## src/rtl/chain_pkg.sv

```systemverilog
package chain_pkg;
    localparam int BYTE_W = 8;
    localparam int ADDR_W = BYTE_W - 1;
    localparam int CNT_W  = $clog2(BYTE_W);

    localparam logic [BYTE_W-1:0] PTR_IND  = 8'h00;
    localparam logic [BYTE_W-1:0] PTR_GRP1 = 8'h01;
    localparam logic [BYTE_W-1:0] PTR_GRP2 = 8'h02;

    typedef enum logic [1:0] {
        PH_ADDR,
        PH_PTR,
        PH_DATA,
        PH_SKIP
    } phase_e;
endpackage

```

## src/rtl/chain_sync.sv

```systemverilog
module chain_sync #(
    parameter int STAGES = 2
) (
    input  logic clk,
    input  logic rst_n,
    input  logic sclk_i,
    input  logic cs_n_i,
    input  logic sdi_i,
    output logic sclk_rise,
    output logic sclk_fall,
    output logic cs_act,
    output logic sdi_s
);
    localparam logic [2:0] IDLE_PINS = 3'b010;

    typedef struct packed {
        logic [STAGES-1:0][2:0] pipe;
        logic                   sclk_prev;
    } sync_t;

    sync_t s_d, s_q;

    always_comb begin
        s_d = s_q;
        s_d.pipe[0] = {sclk_i, cs_n_i, sdi_i};
        for (int i = 1; i < STAGES; i++) begin
            s_d.pipe[i] = s_q.pipe[i-1];
        end
        s_d.sclk_prev = s_q.pipe[STAGES-1][2];
    end

    always_ff @(posedge clk or negedge rst_n) begin
        if (!rst_n) begin
            s_q.pipe      <= {STAGES{IDLE_PINS}};
            s_q.sclk_prev <= 1'b0;
        end else begin
            s_q <= s_d;
        end
    end

    assign sclk_rise = s_q.pipe[STAGES-1][2] & ~s_q.sclk_prev;
    assign sclk_fall = ~s_q.pipe[STAGES-1][2] & s_q.sclk_prev;
    assign cs_act    = ~s_q.pipe[STAGES-1][1];
    assign sdi_s     = s_q.pipe[STAGES-1][0];

    a_r3_edges_exclusive: assert property (@(posedge clk) disable iff (!rst_n)
        !(sclk_rise && sclk_fall));
endmodule

```

## src/rtl/chain_frame.sv

```systemverilog
module chain_frame
    import chain_pkg::*;
(
    input  logic              clk,
    input  logic              rst_n,
    input  logic              sclk_rise,
    input  logic              sclk_fall,
    input  logic              cs_act,
    input  logic              sdi_s,
    input  logic [ADDR_W-1:0] ind_addr,
    input  logic [ADDR_W-1:0] grp1_addr,
    input  logic [ADDR_W-1:0] grp2_addr,
    input  logic [BYTE_W-1:0] rdata,
    output logic              wr_en,
    output logic [BYTE_W-1:0] wr_ptr,
    output logic [BYTE_W-1:0] wr_data,
    output logic [BYTE_W-1:0] rd_ptr,
    output logic              sdo,
    output logic              sdo_oe
);
    localparam logic [CNT_W-1:0] LAST_BIT = CNT_W'(BYTE_W - 1);

    typedef struct packed {
        phase_e             phase;
        logic [CNT_W-1:0]   bitcnt;
        logic [BYTE_W-1:0]  shreg;
        logic [BYTE_W-1:0]  ptr;
        logic               rd;
        logic [BYTE_W-1:0]  tx;
        logic               drv;
    } frame_t;

    frame_t             f_d, f_q;
    logic [BYTE_W-1:0]  byte_in;
    logic               hit_ind, hit_grp;

    assign byte_in = {f_q.shreg[BYTE_W-2:0], sdi_s};
    assign hit_ind = (byte_in[BYTE_W-1:1] == ind_addr);
    assign hit_grp = (byte_in[BYTE_W-1:1] == grp1_addr) || (byte_in[BYTE_W-1:1] == grp2_addr);

    always_comb begin
        f_d     = f_q;
        wr_en   = 1'b0;
        wr_ptr  = f_q.ptr;
        wr_data = byte_in;
        if (!cs_act) begin
            f_d.phase  = PH_ADDR;
            f_d.bitcnt = '0;
            f_d.rd     = 1'b0;
            f_d.tx     = '0;
            f_d.drv    = 1'b0;
        end else begin
            if (sclk_rise && f_q.phase != PH_SKIP) begin
                f_d.shreg  = byte_in;
                f_d.bitcnt = f_q.bitcnt + 1'b1;
                if (f_q.bitcnt == LAST_BIT) begin
                    unique case (f_q.phase)
                        PH_ADDR: begin
                            f_d.rd = byte_in[0];
                            if (hit_ind || (hit_grp && !byte_in[0])) f_d.phase = PH_PTR;
                            else                                     f_d.phase = PH_SKIP;
                        end
                        PH_PTR: begin
                            f_d.ptr   = byte_in;
                            f_d.phase = PH_DATA;
                        end
                        PH_DATA: begin
                            wr_en     = !f_q.rd;
                            f_d.ptr   = f_q.ptr + 1'b1;
                        end
                        default: ;
                    endcase
                end
            end
            if (sclk_fall && f_q.phase == PH_DATA && f_q.rd) begin
                f_d.drv = 1'b1;
                if (f_q.bitcnt == '0) f_d.tx = rdata;
                else                  f_d.tx = {f_q.tx[BYTE_W-2:0], 1'b0};
            end
        end
    end

    always_ff @(posedge clk or negedge rst_n) begin
        if (!rst_n) begin
            f_q <= '{phase: PH_ADDR, default: '0};
        end else begin
            f_q <= f_d;
        end
    end

    assign rd_ptr = f_q.ptr;
    assign sdo    = f_q.tx[BYTE_W-1];
    assign sdo_oe = f_q.drv & cs_act;

    a_r8_skip_no_write: assert property (@(posedge clk) disable iff (!rst_n)
        (f_q.phase == PH_SKIP) |-> !wr_en);
    a_r8_skip_holds: assert property (@(posedge clk) disable iff (!rst_n)
        (f_q.phase == PH_SKIP && cs_act) |=> (f_q.phase == PH_SKIP || f_q.phase == PH_ADDR));
    a_r9_drive_in_data: assert property (@(posedge clk) disable iff (!rst_n)
        sdo_oe |-> (f_q.phase == PH_DATA));
    a_r12_idle_restarts: assert property (@(posedge clk) disable iff (!rst_n)
        !cs_act |=> (f_q.phase == PH_ADDR && f_q.bitcnt == '0));
endmodule

```

## src/rtl/chain_regs.sv

```systemverilog
module chain_regs
    import chain_pkg::*;
#(
    parameter logic [ADDR_W-1:0] DEF_ADDR = 7'h40,
    parameter logic [ADDR_W-1:0] GRP1_DEF = 7'h7E,
    parameter logic [ADDR_W-1:0] GRP2_DEF = 7'h7F
) (
    input  logic              clk,
    input  logic              rst_n,
    input  logic              wr_en,
    input  logic [BYTE_W-1:0] wr_ptr,
    input  logic [BYTE_W-1:0] wr_data,
    input  logic [BYTE_W-1:0] rd_ptr,
    output logic [BYTE_W-1:0] rdata,
    output logic [ADDR_W-1:0] ind_addr,
    output logic [ADDR_W-1:0] grp1_addr,
    output logic [ADDR_W-1:0] grp2_addr,
    output logic              chain_en
);
    typedef struct packed {
        logic [ADDR_W-1:0] ind;
        logic              en;
        logic [ADDR_W-1:0] g1;
        logic [ADDR_W-1:0] g2;
    } regs_t;

    regs_t r_d, r_q;

    always_comb begin
        r_d = r_q;
        if (wr_en) begin
            case (wr_ptr)
                PTR_IND: begin
                    r_d.ind = wr_data[BYTE_W-1:1];
                    r_d.en  = wr_data[0];
                end
                PTR_GRP1: r_d.g1 = wr_data[BYTE_W-1:1];
                PTR_GRP2: r_d.g2 = wr_data[BYTE_W-1:1];
                default: ;
            endcase
        end
        case (rd_ptr)
            PTR_IND:  rdata = {r_q.ind, r_q.en};
            PTR_GRP1: rdata = {r_q.g1, 1'b0};
            PTR_GRP2: rdata = {r_q.g2, 1'b0};
            default:  rdata = '0;
        endcase
    end

    always_ff @(posedge clk or negedge rst_n) begin
        if (!rst_n) begin
            r_q <= '{ind: DEF_ADDR, en: 1'b0, g1: GRP1_DEF, g2: GRP2_DEF};
        end else begin
            r_q <= r_d;
        end
    end

    assign ind_addr  = r_q.ind;
    assign grp1_addr = r_q.g1;
    assign grp2_addr = r_q.g2;
    assign chain_en  = r_q.en;

    a_r2_enable_by_write: assert property (@(posedge clk) disable iff (!rst_n)
        $rose(r_q.en) |-> $past(wr_en && wr_ptr == PTR_IND && wr_data[0]));
    a_r5_addr_by_write: assert property (@(posedge clk) disable iff (!rst_n)
        !$stable(r_q.ind) |-> $past(wr_en && wr_ptr == PTR_IND));
endmodule

```

## src/rtl/chain_ctrl_slave.sv

```systemverilog
module chain_ctrl_slave
    import chain_pkg::*;
#(
    parameter logic [ADDR_W-1:0] DEF_ADDR    = 7'h40,
    parameter logic [ADDR_W-1:0] GRP1_DEF    = 7'h7E,
    parameter logic [ADDR_W-1:0] GRP2_DEF    = 7'h7F,
    parameter int                SYNC_STAGES = 2
) (
    input  logic clk,
    input  logic rst_n,
    input  logic cs_n,
    input  logic sclk,
    input  logic sdi,
    output logic sdo,
    output logic sdo_oe,
    output logic chain_en
);
    logic              sclk_rise, sclk_fall, cs_act, sdi_s;
    logic              wr_en;
    logic [BYTE_W-1:0] wr_ptr, wr_data, rd_ptr, rdata;
    logic [ADDR_W-1:0] ind_addr, grp1_addr, grp2_addr;

    chain_sync #(.STAGES(SYNC_STAGES)) u_sync (
        .clk       (clk),
        .rst_n     (rst_n),
        .sclk_i    (sclk),
        .cs_n_i    (cs_n),
        .sdi_i     (sdi),
        .sclk_rise (sclk_rise),
        .sclk_fall (sclk_fall),
        .cs_act    (cs_act),
        .sdi_s     (sdi_s)
    );

    chain_frame u_frame (
        .clk       (clk),
        .rst_n     (rst_n),
        .sclk_rise (sclk_rise),
        .sclk_fall (sclk_fall),
        .cs_act    (cs_act),
        .sdi_s     (sdi_s),
        .ind_addr  (ind_addr),
        .grp1_addr (grp1_addr),
        .grp2_addr (grp2_addr),
        .rdata     (rdata),
        .wr_en     (wr_en),
        .wr_ptr    (wr_ptr),
        .wr_data   (wr_data),
        .rd_ptr    (rd_ptr),
        .sdo       (sdo),
        .sdo_oe    (sdo_oe)
    );

    chain_regs #(
        .DEF_ADDR (DEF_ADDR),
        .GRP1_DEF (GRP1_DEF),
        .GRP2_DEF (GRP2_DEF)
    ) u_regs (
        .clk       (clk),
        .rst_n     (rst_n),
        .wr_en     (wr_en),
        .wr_ptr    (wr_ptr),
        .wr_data   (wr_data),
        .rd_ptr    (rd_ptr),
        .rdata     (rdata),
        .ind_addr  (ind_addr),
        .grp1_addr (grp1_addr),
        .grp2_addr (grp2_addr),
        .chain_en  (chain_en)
    );

    a_r1_chain_low_in_reset: assert property (@(posedge clk)
        !rst_n |-> !chain_en);
endmodule

```

## config.mk

```make
export PLATFORM = sky130hd
export DESIGN_NAME = chain_ctrl_slave
export DESIGN_NICKNAME = d
export VERILOG_FILES = /design/src/rtl/chain_pkg.sv /design/src/rtl/chain_sync.sv /design/src/rtl/chain_frame.sv /design/src/rtl/chain_regs.sv /design/src/rtl/chain_ctrl_slave.sv
export SDC_FILE = /design/constraint.sdc
export NUM_CORES = 1
export LEC_CHECK = 0
export ABC_AREA = 0
export BUFFER_PORTS_ARGS = -buffer_cell sky130_fd_sc_hd__buf_2
export CAP_MARGIN = 20
export CELL_PAD_IN_SITES_DETAIL_PLACEMENT = 0
export CELL_PAD_IN_SITES_GLOBAL_PLACEMENT = 2
export CORE_MARGIN = 3
export CORE_UTILIZATION = 43
export CTS_BUF_LIST = sky130_fd_sc_hd__clkbuf_8 sky130_fd_sc_hd__clkbuf_16
export DETAILED_ROUTE_END_ITERATION = 16
export GPL_ROUTABILITY_DRIVEN = 0
export PLACE_DENSITY = 0.79
export SYNTH_ARGS = -nofsm -noshare
export SYNTH_HDL_FRONTEND = slang
export SYNTH_SLANG_ARGS = --single-unit
```

## constraint.sdc

```tcl
create_clock -name clk -period 2.29 [get_ports clk]
set_input_delay 0.458 -clock clk [delete_from_list [all_inputs] [get_ports clk]]
set_output_delay 0.458 -clock clk [all_outputs]
set_load 0.02 [all_outputs]
```

Word level (Yosys, flattened, before mapping)
Index checks and enable logic that the tools add are counted.

Multipliers: 0. Muxes and demuxes: 16. Eq/ne operators: 9. Bitwise logic cells: 6. Shift-type cells: 0. $add $sub $neg: 2. Order comparisons: 0. Reductions and logical operators: 24. Divide/modulo/power cells: 0.

Operators with widths (count): $pmux W8 S3 (1); $mux W22 (1); $eq A7 B7 Y1 (3); $mux W9 (2); $pmux W8 S2 (1); $mux W10 (1); $reduce_bool A2 Y1 (5); $add A8 B1 Y8 const B (1); $eq A8 B1 Y1 const B (1); $eq A8 B2 Y1 const B (1); $logic_not A8 Y1 (1); $mux W8 (1); $reduce_and A2 Y1 (4); $reduce_and A3 Y1 (2); $mux W1 (5); $mux W5 (1); $logic_and A1 B1 Y1 (4); $mux W2 (2); $pmux W2 S2 (1); $reduce_and A4 Y1 (1); $add A3 B1 Y3 const B (1); $and A1 B1 Y1 (3); $eq A3 B3 Y1 const B (1); $logic_not A3 Y1 (1); other kinds (8) (12).

Output and inout port bits: 3. Bits in registers: 60. Memories kept: 0. Input bits: 5. Bits in writable memories: 0. Memory bits (read-only): 0. Latch bits: 0.

Longest topological paths before layout
Gate-level depths: netlist of the first run.

Depth after elaboration: 9. Gate-level depth with buffers: 7. Depth with buffers taken out: 6.

Modules after synthesis
A second synthesis of the first run with hierarchy kept.

Cell total of the unflattened synthesis: 303. Area, all modules: 3298.2 um^2.

By module, submodules not included: chain_frame (instances 1, cells each 208, area each 1994.4 um^2); chain_regs (instances 1, cells each 85, area each 1107.3 um^2); chain_sync (instances 1, cells each 10, area each 196.4 um^2).

Least setup slack after synthesis of the first run
No wires, ideal clock.

Path kind: register -> register. Start point: register u_frame.f_q[30] in the netlist's numbering. End point: register u_regs.r_q (netlist bit u_regs.chain_en). Clock period less this slack: 2102 ps. Stages on the path, launching flop included: 6. Arrival time: 1977 ps. Required time: 2165 ps. Setup slack: 188 ps. Path through: dfrtp_1 ha_1 nor4b_4 nand2_4 nor3_4 mux2_2.

Cells in the longest elaborated chain, start to end: 6. Elaborated cells between the ends (all ways): 8. Those cells by class: 2 x eq/ne; 4 x mux; 2 x reduce/logical.

RTL lines: from (decl) (line chain_frame.sv:33) `frame_t f_d, f_q;`; from (signal assigned) (line chain_frame.sv:85) `f_q <= '{phase: PH_ADDR, default: '0};`; from (signal assigned) (line chain_frame.sv:87) `f_q <= f_d;`; $eq A2 B2 Y1 (line chain_frame.sv:57) `unique case (f_q.phase)`; $mux W1 (line chain_frame.sv:57); $mux W1 (line chain_frame.sv:56) `if (f_q.bitcnt == LAST_BIT) begin`; $mux W1 * (line chain_frame.sv:53) `if (sclk_rise && f_q.phase != PH_SKIP) begin`; $mux W1 * (line chain_frame.sv:46) `if (!cs_act) begin`; $reduce_and A2 Y1 (no line) *; to (signal assigned) (line chain_regs.sv:52) `r_q <= '{ind: DEF_ADDR, en: 1'b0, g1: GRP1_DEF, g2: GRP2_DEF};`; to (signal assigned) (line chain_regs.sv:54) `r_q <= r_d;`; to (decl) (line chain_regs.sv:27) `regs_t r_d, r_q;`.

Every way passes the cells marked *; elsewhere a longest branch is shown, timed or not. A chain may end at the register's enable or synchronous reset.

Worst setup path in the final report of the first run
Start point: register u_frame.f_q (netlist bit u_frame.rd_ptr[6]). End point: register u_regs.r_q (netlist bit u_regs.ind_addr[5]).

Cells in the longest elaborated chain, start to end: 2.

RTL lines: $logic_not A8 Y1 (line chain_regs.sv:32) `case (wr_ptr)`; $reduce_and A2 Y1 (no line).

No other way between the ends.

==> results.sh, run 1 <==
export IMPL_outcome="finished clean"
export IMPL_critical_path_class="reg2reg"
export IMPL_synth_common_cells="dfrtp_1 (43), mux2_2 (29), xnor2_1 (22)"
export IMPL_grt_max_degree=33
export IMPL_synth_seq_area_share_pct=50.44
export IMPL_vias_per_cell=5.622
export IMPL_fin_skew_ns=0.007785
export IMPL_rows=29
export IMPL_syn_instance_count=252
export IMPL_p_leak_nw=1.414
export IMPL_area_delta_synth_final_pct=11.26
export IMPL_synth_nets=268
export IMPL_cts_setup_buffers=0
export IMPL_synth_edf_count=0
export IMPL_cp_max_fo=8
export IMPL_relSlewSlack_pct=57.90
export IMPL_powerDensity_nw_per_um2=728.2
export IMPL_place_area_sq_um=3128
export IMPL_clk_pin_slew_ns=0.06
export IMPL_yosysUniqueCellTypes=40
export IMPL_ys_flop_type="dfrtp_1"
export IMPL_h_tree_depth=3
export IMPL_ys_warn_count=0
export IMPL_cts_repair_resized=0
export IMPL_synth_seq_cells=59
export IMPL_holdWs_ns=0.1401
export IMPL_hold_buffers=0
export IMPL_fin_nets=281
export IMPL_drtIter0Drc=104
export IMPL_wirelength_mm=6.210
export IMPL_crit_chain="nor4_1, buf_4, nand4b_1, buf_4, nor3_4, mux2_2"
export IMPL_final_max_slew_viol_count=0
export IMPL_hpwlAfterDp_mm=4.363
export IMPL_wl_per_cell_um=17.90
export IMPL_drv_cap=0
export IMPL_track_usage_pct=18.19
export IMPL_synth_most_common_cell="dfrtp_1"
export IMPL_ios=8
export IMPL_overflow=0
export IMPL_setup_viol=0
export IMPL_crit_top_cell="buf_4"
export IMPL_cts_tree="done"
export IMPL_setup_worst_path_start_class="flip-flop"
export IMPL_drc=0
export IMPL_grt_pass1_vias=2027
export IMPL_drt_first_pass_iters=4
export IMPL_regArea_sq_um=1496
export IMPL_synth_area_per_cell_sq_um=11.77
export IMPL_clock_latency_ns=0.34
export IMPL_rrSetupSlack_ns=0.19
export IMPL_slowest_stage="dfrtp_1"
export IMPL_ir_drop_v=0.0003211
export IMPL_nFillCells=604
export IMPL_crit_buf_inv=2
export IMPL_syn_area_sq_um=2967
export IMPL_arrival_ns=2.32
export IMPL_fmax_mhz=475.5
export IMPL_async_flop_share_pct=100.0
export IMPL_ant_nets=0
export IMPL_die_h_um=89.06
export IMPL_cts_made_buffers=9
export IMPL_hold_path_class="in2async"
export IMPL_multiInputGateArea_sq_um=1379
export IMPL_clockRootBuffer="clkbuf_8"
export IMPL_die_area_sq_um=7932
export IMPL_rsz0062_at_grt="false"
export IMPL_fin_crit_sh_pct=91.83
export IMPL_worstMarginPinSlew_ns=0.6316
export IMPL_drive_gt1_share_pct=30.37
export IMPL_port_buffers=7
export IMPL_diodes=0
export IMPL_reg2reg_to="u_regs.ind_addr[5]"
export IMPL_layout_min_cycle_time_ns=2.103
export IMPL_synth_area_leaders="dfrtp_1 (36%), dfstp_2 (14%), mux2_2 (11%)"
export IMPL_synth_top_cell_area_share_pct=36.27
export IMPL_synth_top_area_cell="dfrtp_1"
export IMPL_cp_required_ns=2.51
export IMPL_clock_sinks=59
export IMPL_start_util_pct=45.42
export IMPL_coreArea_sq_um=6531
export IMPL_vias=1951
export IMPL_final_area_sq_um=3301
export IMPL_slowest_delay_ns=0.41
export IMPL_cts_path_max_buffers=2
export IMPL_crit_path_end_kind="flip-flop"
export IMPL_die_x_um=89.06
export IMPL_hold_viol=0
export IMPL_crit_family="simple AND/OR/NAND/NOR gates"
export IMPL_antenna_found_initial=0
export IMPL_grt_pass1_wl_mm=10.49
export IMPL_r2r_start="u_frame.rd_ptr[6]"
export IMPL_rr_worst_depth=6
export IMPL_setup_tns_ns=0
## final cells by class
cell class | instances | share of cell area (%)
Multi-Input combinational cell | 169 | 41.77
Sequential cell | 59 | 45.34
Clock buffer | 11 | 4.587
Timing Repair Buffer | 17 | 3.715
Inverter | 9 | 1.024
Tap cell | 77 | 2.919
Clock inverter | 5 | 0.6444
## power by group
| group | switching (mW) | leakage, nW | internal [mW] | total, mW |
|---|---|---|---|---|
| Clock | 0.385 | 0.103 | 0.436 | 0.821 |
| Combinational | 0.123 | 0.568 | 0.184 | 0.307 |
| Sequential | 0.173 | 0.743 | 1.10 | 1.28 |
## per-layer routing
| layer | wire, um | global-route usage (%) |
|---|---|---|
| met1 | 3029 | 24.18 |
| met4 | 94 | 6.360 |
| met3 | 275 | 5.714 |
| met5 | 0 | 0 |
| met2 | 2811 | 28.21 |
## kinds of logic after synthesis
group                      Yosys count  share of synthesized area [%]
AOI/OAI and AO/OA                   55                          12.44
xor gates and xnor gates            22                          6.495
adders and majority gates           11                          4.639
buffers and inverters               24                          3.079
DFF                                 59                          50.44
muxes                               32                          12.02
and+or+nand+nor                     49                          10.88
## worst reg2reg max path, cell delays in order, from the launching register on
cell	delay, ns
dfrtp_1	0.41
nor4_1	0.38
buf_4	0.18
nand4b_1	0.09
buf_4	0.18
nor3_4	0.36
mux2_2	0.39
## cells in the final DEF, fill, tap and decap left out, drive strengths merged, types with 11 or more instances in the layout
master / netlist / layout
buf: 6 / 17
clkbuf: 9 / 11
a21oi: 12 / 12
dfstp: 16 / 16
xnor2: 22 / 22
o21ai: 13 / 13
ha: 11 / 11
inv: 9 / 12
mux2: 29 / 29
dfrtp: 43 / 43
## metrics by stage
step / util, % / instances / setup WS, ns / power [mW]
after floorplan: - / 252 / 0.1878 / 1.497
after global placement: 47.89 / 331 / 0.2396 / 1.605
after detailed placement: 47.89 / 331 / 0.2205 / 1.605
after CTS: 50.54 / 347 / 0.1936 / 2.440
after global routing: 50.54 / 347 / 0.02571 / 2.545
final: 50.54 / 347 / 0.1870 / 2.404
## flip-flops by register name, indices dropped and copies added (netlist names), 2 cells and up
name,flops
u_frame.wr_data,7
u_regs.grp2_addr,7
u_sync.s_d,4
u_frame.rd_ptr,8
u_sync.s_q,2
u_regs.ind_addr,7
u_regs.grp1_addr,7
u_frame.f_q,14
## worst max-delay path by stage
| stage | from | end | slack [ns] | depth (start not counted) |
|---|---|---|---|---|
| floorplan | u_frame.f_q[30] | u_regs.chain_en | 0.19 | 5 |
| global placement | u_frame.f_q[30] | u_frame.rd_ptr[0] | 0.24 | 6 |
| detailed placement | u_frame.f_q[30] | u_frame.rd_ptr[0] | 0.22 | 6 |
| CTS | u_frame.f_q[30] | u_frame.rd_ptr[0] | 0.19 | 6 |
| global route | u_frame.rd_ptr[6] | u_regs.ind_addr[0] | 0.03 | 6 |
| finish | u_frame.rd_ptr[6] | u_regs.ind_addr[5] | 0.19 | 6 |
Note: power is estimated with default switching activity, not from simulation.
==> run 2, diff against run 1 <==
CTS_BUF_LIST = not set   (was sky130_fd_sc_hd__clkbuf_8 sky130_fd_sc_hd__clkbuf_16)
==> results.sh, run 2 (synthesis results as in run 1) <==
export IMPL_setup_worst_path_start_class="flip-flop"
export IMPL_fin_crit_sh_pct=91.83
export IMPL_arrival_ns=2.32
export IMPL_vias_per_cell=5.620
export IMPL_grt_pass1_wl_mm=10.49
export IMPL_outcome="finished clean"
export IMPL_clk_pin_slew_ns=0.06
export IMPL_grt_pass1_vias=2027
export IMPL_track_usage_pct=18.19
export IMPL_rsz0062_at_grt="false"
export IMPL_cp_required_ns=2.51
export IMPL_hold_buffers=0
export IMPL_diodes=0
export IMPL_p_leak_nw=1.401
export IMPL_drtIter0Drc=102
export IMPL_wl_per_cell_um=17.88
export IMPL_h_tree_depth=3
export IMPL_antenna_found_initial=0
export IMPL_fin_nets=281
export IMPL_port_buffers=7
export IMPL_fin_skew_ns=0.008401
export IMPL_die_h_um=89.06
export IMPL_hpwlAfterDp_mm=4.363
export IMPL_crit_top_cell="buf_4"
export IMPL_fmax_mhz=475.5
export IMPL_drt_first_pass_iters=4
export IMPL_clock_latency_ns=0.34
export IMPL_ir_drop_v=0.0003205
export IMPL_crit_path_end_kind="flip-flop"
export IMPL_nFillCells=604
export IMPL_total_power_mw=2.417
export IMPL_mostFrequentLayoutCells="dfrtp_1 (43), mux2_2 (29), xnor2_1 (22)"
export IMPL_die_area_sq_um=7932
export IMPL_critical_path_class="reg2reg"
export IMPL_slowest_stage="dfrtp_1"
export IMPL_slowest_delay_ns=0.41
export IMPL_crit_family="simple AND/OR/NAND/NOR gates"
export IMPL_overflow=0
export IMPL_clock_sinks=59
export IMPL_relSlewSlack_pct=57.90
export IMPL_final_common_cell="dfrtp_1"
export IMPL_drive_gt1_share_pct=30.37
export IMPL_wirelength_mm=6.204
export IMPL_ant_nets=0
export IMPL_cts_setup_buffers=0
export IMPL_vias=1950
export IMPL_rows=29
export IMPL_area_delta_synth_final_pct=11.26
export IMPL_final_max_slew_viol_count=0
export IMPL_setup_viol=0
export IMPL_crit_chain="nor4_1, buf_4, nand4b_1, buf_4, nor3_4, mux2_2"
export IMPL_worstMarginPinSlew_ns=0.6315
export IMPL_cts_path_max_buffers=2
export IMPL_layout_min_cycle_time_ns=2.103
export IMPL_top_register="u_frame.f_q"
export IMPL_cts_made_buffers=9
export IMPL_cp_max_fo=8
export IMPL_hold_path_class="in2async"
export IMPL_drc=0
export IMPL_cts_repair_resized=0
export IMPL_setup_tns_ns=0
export IMPL_crit_buf_inv=2
export IMPL_ios=8
export IMPL_hold_viol=0
export IMPL_clockRootBuffer="clkbuf_8"
export IMPL_grt_max_degree=33
export IMPL_cts_tree="done"
export IMPL_start_util_pct=45.42
export IMPL_coreArea_sq_um=6531
export IMPL_drv_cap=0
export IMPL_powerDensity_nw_per_um2=732.3
export IMPL_largest_reg_flops=14
export IMPL_die_x_um=89.06
## run 2: path summary, 6_finish.rpt
kind,from,endpoint,slack [ns],cells past startpoint
setup / recovery,u_frame.rd_ptr[6],u_regs.ind_addr[5],0.19,6
setup reg to reg,u_frame.rd_ptr[6],u_regs.ind_addr[5],0.19,6
hold / removal,rst_n,u_frame.f_q[26],0.14,1
hold reg to reg,u_sync.s_d[4],u_sync.sdi_s,0.35,0
max in group asynchronous,rst_n,u_regs.grp2_addr[4],1.49,2
min in group clk,cs_n,u_sync.s_d[5],0.22,1
## run 2: per-layer routing
metal	vias up	part of all wire [%]	wire length, um	global-route usage, %
met4	0	1.5	94	6.360
li1	947	-	-	-
met3	8	4.2	263	5.714
met5	-	0	0	0
met2	39	45	2811	28.21
met1	956	49	3035	24.18
## run 2: stage by stage
stage | area [sq um] | cells | setup slack [ns] | util, % | hold WS (ns)
2_1_floorplan | 2967 | 252 | 0.1878 | - | 0.1624
4_1_cts | 3301 | 347 | 0.1939 | 50.54 | 0.1486
3_3_place_gp | 3128 | 331 | 0.2396 | 47.89 | 0.3365
3_5_place_dp | 3128 | 331 | 0.2205 | 47.89 | 0.3397
6_report | 3301 | 347 | 0.1870 | 50.54 | 0.1400
5_1_grt | 3301 | 347 | 0.02571 | 50.54 | 0.1678
## run 2: worst reg2reg max path: cells and delay by family (launching register included)
family | cells | cell delay (ns)
simple gates | 3 | 0.83
flops | 1 | 0.41
mux | 1 | 0.39
buf+inv | 2 | 0.36
## run 2: cell type report
class                           count  area (sq um)  area share, %
Inverter                            9         33.78          1.024
Sequential cell                    59          1496          45.34
Clock inverter                      2         10.01         0.3033
Timing Repair Buffer               17         122.6          3.715
Multi-Input combinational cell    169          1379          41.77
Clock buffer                       14         162.7          4.928
Tap cell                           77         96.34          2.919
## run 2: where the power goes
| group | switching, mW | total (mW) | internal (mW) |
|---|---|---|---|
| logic | 0.123 | 0.307 | 0.184 |
| registers | 0.174 | 1.28 | 1.10 |
| clock network | 0.385 | 0.834 | 0.449 |
| total | 0.682 | 2.42 | 1.74 |
==> run 3, diff against run 2 <==
CORE_MARGIN = 2   (was 3)
==> results.sh, run 3 (synthesis results as in run 1) <==
export IMPL_fin_nets=281
export IMPL_cts_made_buffers=9
export IMPL_p_leak_nw=1.401
export IMPL_mostFrequentLayoutCells="dfrtp_1 (43), mux2_2 (29), xnor2_1 (22)"
export IMPL_fin_crit_sh_pct=89.88
export IMPL_final_area_sq_um=3318
export IMPL_drt_first_pass_iters=7
export IMPL_rows=30
export IMPL_coreArea_sq_um=6719
export IMPL_setup_worst_path_start_class="flip-flop"
export IMPL_crit_family="simple AND/OR/NAND/NOR gates"
export IMPL_crit_path_end_kind="flip-flop"
export IMPL_port_buffers=7
export IMPL_cts_tree="done"
export IMPL_fin_skew_ns=0.01622
export IMPL_rrSetupSlack_ns=0.23
export IMPL_r2r_start="u_frame.f_q[29]"
export IMPL_h_tree_depth=3
export IMPL_ios=8
export IMPL_cts_repair_resized=0
export IMPL_setup_viol=0
export IMPL_critical_path_class="reg2reg"
export IMPL_drtIter0Drc=124
export IMPL_cp_max_fo=11
export IMPL_wl_per_cell_um=18.09
export IMPL_grt_pass1_wl_mm=10.58
export IMPL_ant_nets=0
export IMPL_die_h_um=87.06
export IMPL_grt_pass1_vias=2008
export IMPL_layout_setup_ws_ns=0.2318
export IMPL_crit_top_cell="o21ai_0"
export IMPL_crit_chain="ha_1, nor4b_4, buf_4, and3_1, o21ai_0, o21ai_0"
export IMPL_clock_latency_ns=0.35
export IMPL_track_usage_pct=19.00
export IMPL_relSlewSlack_pct=59.14
export IMPL_cts_path_max_buffers=2
export IMPL_place_area_sq_um=3132
export IMPL_overflow=0
export IMPL_die_x_um=87.06
export IMPL_grt_max_degree=36
export IMPL_vias=2023
export IMPL_hold_path_class="in2async"
export IMPL_clockRootBuffer="clkbuf_8"
export IMPL_largest_reg_flops=14
export IMPL_rsz0062_at_grt="false"
export IMPL_cp_startpoint="u_frame.f_q[29]"
export IMPL_drc=0
export IMPL_vias_per_cell=5.780
export IMPL_final_max_slew_viol_count=0
export IMPL_arrival_ns=2.31
export IMPL_cp_required_ns=2.55
export IMPL_crit_buf_inv=1
export IMPL_clock_sinks=59
export IMPL_setup_tns_ns=0
export IMPL_top_register="u_frame.f_q"
export IMPL_hold_viol=0
export IMPL_start_util_pct=44.15
export IMPL_slowest_delay_ns=0.43
export IMPL_die_area_sq_um=7579
export IMPL_hold_buffers=0
export IMPL_antenna_found_initial=0
export IMPL_hpwlAfterDp_mm=4.536
export IMPL_worstMarginPinSlew_ns=0.6129
export IMPL_pre_cts_ws_ns=0.2210
export IMPL_wirelength_mm=6.331
export IMPL_outcome="finished clean"
export IMPL_ir_drop_v=0.0004281
export IMPL_powerDensity_nw_per_um2=750.0
export IMPL_drive_gt1_share_pct=30.74
export IMPL_slowest_stage="and3_1"
export IMPL_layout_min_cycle_time_ns=2.058
export IMPL_drv_cap=0
export IMPL_cts_setup_buffers=0
export IMPL_diodes=0
export IMPL_area_delta_synth_final_pct=11.85
export IMPL_fmax_mhz=485.9
export IMPL_final_common_cell="dfrtp_1"
export IMPL_clk_pin_slew_ns=0.08
-- run 3: cell types whose count changed in the layout (fill, tap and decap cells not counted), sizes merged --
cell	change
clkbuf	-3
bufinv	+1
clkinvlp	+2
-- run 3: path summary, 6_finish.rpt --
kind | to | cells past startpoint
max in group asynchronous | u_regs.grp2_addr[4] | 2
min in group clk | u_sync.s_d[6] | 1
max reg2reg | u_frame.rd_ptr[0] | 6
max | u_frame.rd_ptr[0] | 6
min reg2reg | u_sync.s_d[0] | 0
min | u_frame.f_q[29] | 1
-- run 3: routing by layer --
| metal | vias to the layer above | track usage [%] | routed length [um] |
|---|---|---|---|
| met4 | 0 | 5.540 | 90 |
| met1 | 1019 | 25.18 | 3004 |
| met5 | - | 0 | 0 |
| li1 | 950 | - | - |
| met2 | 45 | 29.98 | 2941 |
| met3 | 9 | 5.972 | 295 |
-- run 3: power breakdown --
part | switching (mW) | internal, mW
Combinational | 0.130 | 0.186
Sequential | 0.167 | 1.10
Clock | 0.405 | 0.499
-- run 3: area by class of cell --
class | instances | area (sq um)
fill | 627 | 3401
sequential | 59 | 1496
multi-input combinational | 169 | 1379
clock buffer | 11 | 131.4
timing repair buffer | 17 | 122.6
tap | 80 | 100.1
clock inverter | 5 | 55.05
inverter | 9 | 33.78
-- run 3: stage by stage --
stage,hold slack [ns],instances,power [mW],util (%)
global placement,0.3342,334,1.610,46.61
detailed placement,0.3386,334,1.608,46.61
global route,0.1422,350,2.626,49.39
CTS,0.1278,350,2.521,49.39
floorplan,0.1624,252,1.497,-
finish,0.1136,350,2.489,49.39
